**config.mk**
```make
export PLATFORM = sky130hd
export DESIGN_NAME = rx_shared_pkt_fifo
export DESIGN_NICKNAME = d
export VERILOG_FILES = /design/src/rtl/rxq_pkg.sv /design/src/rtl/rxq_word_ring.sv /design/src/rtl/rxq_sts_queue.sv /design/src/rtl/rxq_pop_seq.sv /design/src/rtl/rx_shared_pkt_fifo.sv
export SDC_FILE = /design/constraint.sdc
export NUM_CORES = 2
export LEC_CHECK = 0
export BUFFER_PORTS_ARGS = -buffer_cell sky130_fd_sc_hd__buf_2
export CAP_MARGIN = 20
export CORE_UTILIZATION = 57
export CTS_CLUSTER_SIZE = 20
export DETAILED_ROUTE_END_ITERATION = 7
export PLACE_DENSITY = 0.79
export SYNTH_ARGS = -nofsm -noshare
export SYNTH_HDL_FRONTEND = slang
export SYNTH_SLANG_ARGS = --single-unit
export TNS_END_PERCENT = 20
```
**constraint.sdc**
```tcl
create_clock -name clk -period 5.5 [get_ports clk]
set_input_delay 0 -clock clk [delete_from_list [all_inputs] [get_ports clk]]
set_output_delay 0 -clock clk [all_outputs]
set_load 0.005 [all_outputs]
```
**src/rtl/rxq_pkg.sv**
```systemverilog
package rxq_pkg;
  localparam int STS_W = 21;

  typedef enum logic [1:0] {
    PID_DATA0 = 2'd0,
    PID_DATA2 = 2'd1,
    PID_DATA1 = 2'd2,
    PID_MDATA = 2'd3
  } pid_e;

  typedef struct packed {
    logic [3:0]  pkt_code;
    pid_e        pid;
    logic [10:0] bytes;
    logic [3:0]  chan;
  } rx_sts_t;

  function automatic logic [9:0] words_of(input logic [10:0] b);
    logic [11:0] s;
    s = {1'b0, b} + 12'd3;
    return s[11:2];
  endfunction
endpackage

```
**src/rtl/rxq_word_ring.sv**
```systemverilog
module rxq_word_ring #(
  parameter int DEPTH = 64,
  parameter int DW    = 32,
  localparam int AW   = $clog2(DEPTH),
  localparam int CW   = AW + 1
) (
  input  logic          clk,
  input  logic          rst_n,
  input  logic [CW-1:0] eff_depth,
  input  logic          push,
  input  logic [DW-1:0] wdata,
  input  logic          commit_ok,
  input  logic          rollback,
  input  logic          pop,
  output logic [DW-1:0] rdata,
  output logic          ovf_now
);
  logic [DW-1:0] mem [DEPTH];
  logic [AW-1:0] wptr, cptr, rptr;
  logic [CW-1:0] used_c, pend;
  logic          dropping;
  logic          push_acc;

  function automatic logic [AW-1:0] nxt(input logic [AW-1:0] p, input logic [CW-1:0] lim);
    return (({1'b0, p} + CW'(1)) >= lim) ? '0 : p + AW'(1);
  endfunction

  assign push_acc = push && !dropping && ((used_c + pend) < eff_depth);
  assign ovf_now  = dropping || (push && !push_acc);
  assign rdata    = mem[rptr];

  always_ff @(posedge clk) begin
    if (push_acc) mem[wptr] <= wdata;
  end

  always_ff @(posedge clk or negedge rst_n) begin
    if (!rst_n) begin
      wptr     <= '0;
      cptr     <= '0;
      rptr     <= '0;
      used_c   <= '0;
      pend     <= '0;
      dropping <= 1'b0;
    end else begin
      if (rollback)      wptr <= cptr;
      else if (push_acc) wptr <= nxt(wptr, eff_depth);

      if (commit_ok) cptr <= push_acc ? nxt(wptr, eff_depth) : wptr;

      if (commit_ok || rollback) pend <= '0;
      else if (push_acc)         pend <= pend + CW'(1);

      used_c <= used_c
              + (commit_ok ? (pend + CW'(push_acc)) : '0)
              - CW'(pop);

      if (commit_ok || rollback)  dropping <= 1'b0;
      else if (push && !push_acc) dropping <= 1'b1;

      if (pop) rptr <= nxt(rptr, eff_depth);
    end
  end

  // a word is only taken while committed words remain
  a_r3_pop_has_data: assert property (@(posedge clk) disable iff (!rst_n)
    pop |-> (used_c != '0));

  // occupancy never exceeds the programmed region
  a_r8_in_region: assert property (@(posedge clk) disable iff (!rst_n)
    (used_c + pend) <= eff_depth);
endmodule

```
**src/rtl/rxq_sts_queue.sv**
```systemverilog
module rxq_sts_queue #(
  parameter int SDEPTH = 8,
  parameter int W      = 21,
  localparam int SAW   = $clog2(SDEPTH),
  localparam int SCW   = SAW + 1
) (
  input  logic         clk,
  input  logic         rst_n,
  input  logic         push,
  input  logic [W-1:0] pdata,
  input  logic         pop,
  output logic [W-1:0] head,
  output logic         full,
  output logic         empty
);
  logic [W-1:0]   q [SDEPTH];
  logic [SAW-1:0] wp, rp;
  logic [SCW-1:0] cnt;

  assign full  = (cnt == SCW'(SDEPTH));
  assign empty = (cnt == '0);
  assign head  = q[rp];

  always_ff @(posedge clk) begin
    if (push) q[wp] <= pdata;
  end

  always_ff @(posedge clk or negedge rst_n) begin
    if (!rst_n) begin
      wp  <= '0;
      rp  <= '0;
      cnt <= '0;
    end else begin
      if (push) wp <= (wp == SAW'(SDEPTH - 1)) ? '0 : wp + SAW'(1);
      if (pop)  rp <= (rp == SAW'(SDEPTH - 1)) ? '0 : rp + SAW'(1);
      cnt <= cnt + SCW'(push) - SCW'(pop);
    end
  end

  // a record is never written into a full queue
  a_r7_no_push_full: assert property (@(posedge clk) disable iff (!rst_n)
    push |-> !full);

  // a record is never taken from an empty queue
  a_r2_no_pop_empty: assert property (@(posedge clk) disable iff (!rst_n)
    pop |-> !empty);
endmodule

```
**src/rtl/rxq_pop_seq.sv**
```systemverilog
module rxq_pop_seq
  import rxq_pkg::*;
(
  input  logic    clk,
  input  logic    rst_n,
  input  logic    sts_avail,
  input  rx_sts_t head,
  input  logic    st_ready,
  input  logic    dt_ready,
  output logic    st_valid,
  output logic    st_pop,
  output logic    dt_valid,
  output logic    dt_pop
);
  logic [9:0] left;

  assign st_valid = sts_avail && (left == '0);
  assign dt_valid = (left != '0);
  assign st_pop   = st_valid && st_ready;
  assign dt_pop   = dt_valid && dt_ready;

  always_ff @(posedge clk or negedge rst_n) begin
    if (!rst_n)      left <= '0;
    else if (st_pop) left <= words_of(head.bytes);
    else if (dt_pop) left <= left - 10'd1;
  end

  // an offered record stays offered until it is taken
  a_r9_sts_hold: assert property (@(posedge clk) disable iff (!rst_n)
    (st_valid && !st_ready) |=> st_valid);

  // an offered word stays offered until it is taken
  a_r9_dt_hold: assert property (@(posedge clk) disable iff (!rst_n)
    (dt_valid && !dt_ready) |=> dt_valid);
endmodule

```
**src/rtl/rx_shared_pkt_fifo.sv**
```systemverilog
module rx_shared_pkt_fifo
  import rxq_pkg::*;
#(
  parameter int DEPTH  = 64,
  parameter int SDEPTH = 8,
  localparam int AW    = $clog2(DEPTH),
  localparam int CW    = AW + 1
) (
  input  logic             clk,
  input  logic             rst_n,
  input  logic [15:0]      region_depth,
  input  logic             wr_push,
  input  logic [31:0]      wr_data,
  input  logic             wr_commit,
  input  logic [STS_W-1:0] wr_status,
  output logic             rx_overflow,
  output logic             st_valid,
  input  logic             st_ready,
  output logic [STS_W-1:0] st_data,
  output logic             dt_valid,
  input  logic             dt_ready,
  output logic [31:0]      dt_data,
  output logic             rx_nonempty
);
  localparam logic [CW-1:0] DEPTH_C = CW'(DEPTH);

  logic [CW-1:0]    eff_depth;
  logic             ovf_now, commit_ok, rollback;
  logic             sts_full, sts_empty, st_pop, dt_pop;
  logic [STS_W-1:0] sts_head;

  assign eff_depth = ((region_depth == 16'd0) || (region_depth > 16'(DEPTH)))
                   ? DEPTH_C : region_depth[CW-1:0];

  assign commit_ok   = wr_commit && !ovf_now && !sts_full;
  assign rollback    = wr_commit && !commit_ok;
  assign st_data     = sts_head;
  assign rx_nonempty = !sts_empty;

  always_ff @(posedge clk or negedge rst_n) begin
    if (!rst_n) rx_overflow <= 1'b0;
    else        rx_overflow <= rollback;
  end

  rxq_word_ring #(.DEPTH(DEPTH), .DW(32)) u_ring (
    .clk       (clk),
    .rst_n     (rst_n),
    .eff_depth (eff_depth),
    .push      (wr_push),
    .wdata     (wr_data),
    .commit_ok (commit_ok),
    .rollback  (rollback),
    .pop       (dt_pop),
    .rdata     (dt_data),
    .ovf_now   (ovf_now)
  );

  rxq_sts_queue #(.SDEPTH(SDEPTH), .W(STS_W)) u_sts (
    .clk   (clk),
    .rst_n (rst_n),
    .push  (commit_ok),
    .pdata (wr_status),
    .pop   (st_pop),
    .head  (sts_head),
    .full  (sts_full),
    .empty (sts_empty)
  );

  rxq_pop_seq u_seq (
    .clk       (clk),
    .rst_n     (rst_n),
    .sts_avail (!sts_empty),
    .head      (rx_sts_t'(sts_head)),
    .st_ready  (st_ready),
    .dt_ready  (dt_ready),
    .st_valid  (st_valid),
    .st_pop    (st_pop),
    .dt_valid  (dt_valid),
    .dt_pop    (dt_pop)
  );

  // a commit into a full record queue is flagged on the next cycle
  a_r7_ovf_on_full: assert property (@(posedge clk) disable iff (!rst_n)
    (wr_commit && sts_full) |=> rx_overflow);

  // a record can only be offered while the pending flag is up
  a_r10_nonempty: assert property (@(posedge clk) disable iff (!rst_n)
    st_valid |-> rx_nonempty);

  // the overflow pulse only follows a commit
  a_r6_ovf_after_commit: assert property (@(posedge clk) disable iff (!rst_n)
    rx_overflow |-> $past(wr_commit));
endmodule

```
==> results.json <==
{
  "status": "finished, final reports clean",
  "antenna_found_initial": 12,
  "row_count": 145,
  "path_max_fanout": 8,
  "path_clk_slew_ns": 0.06,
  "crit_required_ns": 6.24,
  "clock-root-buffer": "clkbuf_16",
  "synth-seq-cells": 2270,
  "htreeDepth": 4,
  "hold_viol": 0,
  "async_reset_ff_share_pct": 2.38,
  "p_int_mw": 31.8,
  "initial_utilization_pct": 57.3,
  "overflow": 0,
  "cpPeakStageDelay_ns": 0.49,
  "ys_seq_area_share_pct": 75.9,
  "swShare_pct": 32.2,
  "arrival_ns": 5.85,
  "port_buffers": 131,
  "cts_tree": "built",
  "nNetsFinal": 5103,
  "netlist_area_sq_mm": 0.0894,
  "io-pin-count": 132,
  "gp_congestion": 0.884,
  "grt.total_usage_pct": 28.1,
  "postCtsSetupRepairBufs": 0,
  "setup_viol": 0,
  "min_period_ns": 5.11,
  "syn_nets": 4739,
  "p_leak_nw": 32.9,
  "numCtsBuffers": 213,
  "syn_inst": 4607,
  "drc": 0,
  "layout_commonest_cell": "edfxtp_1",
  "power_mw": 46.8,
  "final_cell_mix": "2,216 x edfxtp_1, 373 x mux2i_1, 347 x mux4_2",
  "ys_warn_count": 0,
  "fmaxAchievable_ghz": 0.196,
  "die_w_um": 398,
  "dr.pass1.iters": 6,
  "sequentialPowerShare_pct": 42.8,
  "hpwl_um": 129000,
  "cp-end-kind": "flip-flop",
  "syn2layout_area_growth_pct": 13.5,
  "die_area_sq_mm": 0.159,
  "vias_per_cell": 6.58,
  "fin_area_sq_mm": 0.101,
  "synthFlopType": "edfxtp_1",
  "powerDensity_mw_per_mm2": 461,
  "power_switching_mw": 15.1,
  "p_clk_share_pct": 30.2,
  "synth_enable_flop_cells": 2216,
  "finalSetupTns_ns": 0,
  "worstMarginPinSlew_ns": 1.27,
  "drv_cap": 0,
  "clk_latency_ns": 0.84,
  "power.share.combinational_pct": 26.9,
  "finClkSkew_ns": 0.0340,
  "grt_max_degree": 109,
  "cts.sink_count": 2270,
  "initialDrtViolationCount": 6296,
  "drive_above_1_share_pct": 23.1,
  "finalCritPeriodShare_pct": 92.9,
  "chipHeight_um": 398,
  "worstSetupPathType": "flip-flop to flip-flop",
  "wl_um": 223000,
  "wire_per_inst_um": 31.0,
  "maxSlewViolCount": 0,
  "clockBufferDepth": 3,
  "synth.distinct_cells": 65,
  "ir_drop_v": 0.000352,
  "vias": 47387,
  "grt_pass1_vias": 46626,
  "slew_headroom_pct": 15.6,
  "crit_slowest_cell": "dfrtp_1",
  "core_area_sq_mm": 0.156,
  "avgSynthCellArea_sq_um": 19.4,
  "drtAntennaViolNets": 0,
  "grt_pass1_wl_um": 319000,
  "worst_setup_path_start_kind": "flip-flop",
  "rsz0062_at_grt": "no",
  "worstHoldPathType": "input port to flip-flop",
  "place_area_sq_mm": 0.0940,
  "crit_top_cell": "ha_1"
}
per-layer routing:
layer	up-vias	track usage (%)	part of all wire, %
met4	6	11.0	4.1
met5	-	0	0.021
met2	3217	42.6	46
li1	19597	-	-
met1	24125	39.3	37
met3	442	7.64	13
stage by stage:
stage | hold WS, ns | utilization, % | std cells | worst slack, ns
after global routing | 0.0277 | 65.0 | 7201 | 0.0212
after global placement | 0.192 | 60.2 | 6731 | 0.407
after floorplan | -0.296 | - | 4607 | 0.0205
after CTS | 0.00275 | 65.0 | 7198 | 0.439
after detailed placement | 0.206 | 60.2 | 6731 | 0.469
final | 0.0395 | 65.0 | 7202 | 0.389
power groups by stage:
stage	logic [mW]	clock network, mW	registers [mW]
floorplan	7.03	0	20.0
global placement	11.9	0	20.4
detailed placement	12.1	0	20.4
CTS	12.3	14.2	20.0
global route	13.1	14.9	20.1
finish	12.6	14.2	20.1
sequential cells by signal, summed over array words and instances, names as in the netlist:
signal,cells
u_ring.used_c,7
u_seq.left,10
u_ring.wptr,6
u_ring.pend,7
u_ring.rptr,6
u_sts.q,168
u_ring.mem,2048
u_ring.dropping,1
u_sts.cnt,4
rx_overflow,1
u_sts.rp,3
u_ring.cptr,6
u_sts.wp,3
worst max-delay path, delay by kind of cell, from the launching register on:
family	cells	cell delay, ns
AND/OR/NAND/NOR	4	0.49
adder cells (fa/ha/maj)	6	1.78
buffers and inverters	4	0.31
XOR/XNOR	4	0.58
AO/OA/AOI/OAI	9	1.38
flip-flops	1	0.49
synth_stat cells, types with 6 or more instances:
cell      instances  area [sq um]
mux2_2          144          1620
o22ai_1         122           763
nor2_1           93           349
o21ai_0         143           716
inv_1            48           180
o31ai_1           6          45.0
clkbuf_1        136           510
nand4_1           9          56.3
xnor2_1          29           254
nand3_1          17          85.1
edfxtp_1       2216         66500
a21oi_1         266          1330
dfrtp_1          54          1350
ha_1             54           676
nand2_1         194           728
nor3_1            8          40.0
o221ai_1        125          1090
mux4_2          347          7820
buf_1            19          71.3
a21o_1            9          67.6
mux2i_1         373          3730
buf_4            16           120
xor2_1           16           140
buf_2            78           390
area by class of cell:
type                       instances  area (sq um)
antenna                            3          7.51
inverter                          52           195
clock buffer                     282          5700
sequential                      2270         67900
timing repair buffer             401          3340
multi-input combinational       2033         20800
fill                            9859         54500
clock inverter                   103           991
tap                             2058          2570
cell families after synthesis:
group | Yosys count | synth area share (%)
adder cells (fa/ha/maj) | 57 | 0.823
buffers and inverters | 304 | 1.47
AND/OR/NAND/NOR | 372 | 1.89
flip-flops | 2270 | 75.9
multiplexers | 864 | 14.7
AO/OA/AOI/OAI | 695 | 4.74
XOR/XNOR | 45 | 0.441
what timing repair did:
action                                  CTS  global route
hold buffers                             82             0
gates resized for setup                   0             0
endpoints found under the hold margin  2312             0
final timing paths:
kind / slack (ns) / start / cells past startpoint / end
min reg2reg: 0.51 / u_ring.cptr[4] / 1 / u_ring.wptr[4]
min in group asynchronous: 0.42 / rst_n / 4 / u_sts.cnt[2]
min: 0.04 / wr_status[8] / 2 / u_sts.q[3][8]
max reg2reg: 0.39 / u_ring.pend[1] / 27 / u_ring.used_c[6]
max in group asynchronous: 4.50 / rst_n / 4 / u_ring.rptr[1]
max: 0.39 / u_ring.pend[1] / 27 / u_ring.used_c[6]
(Power assumes the default switching activity.)
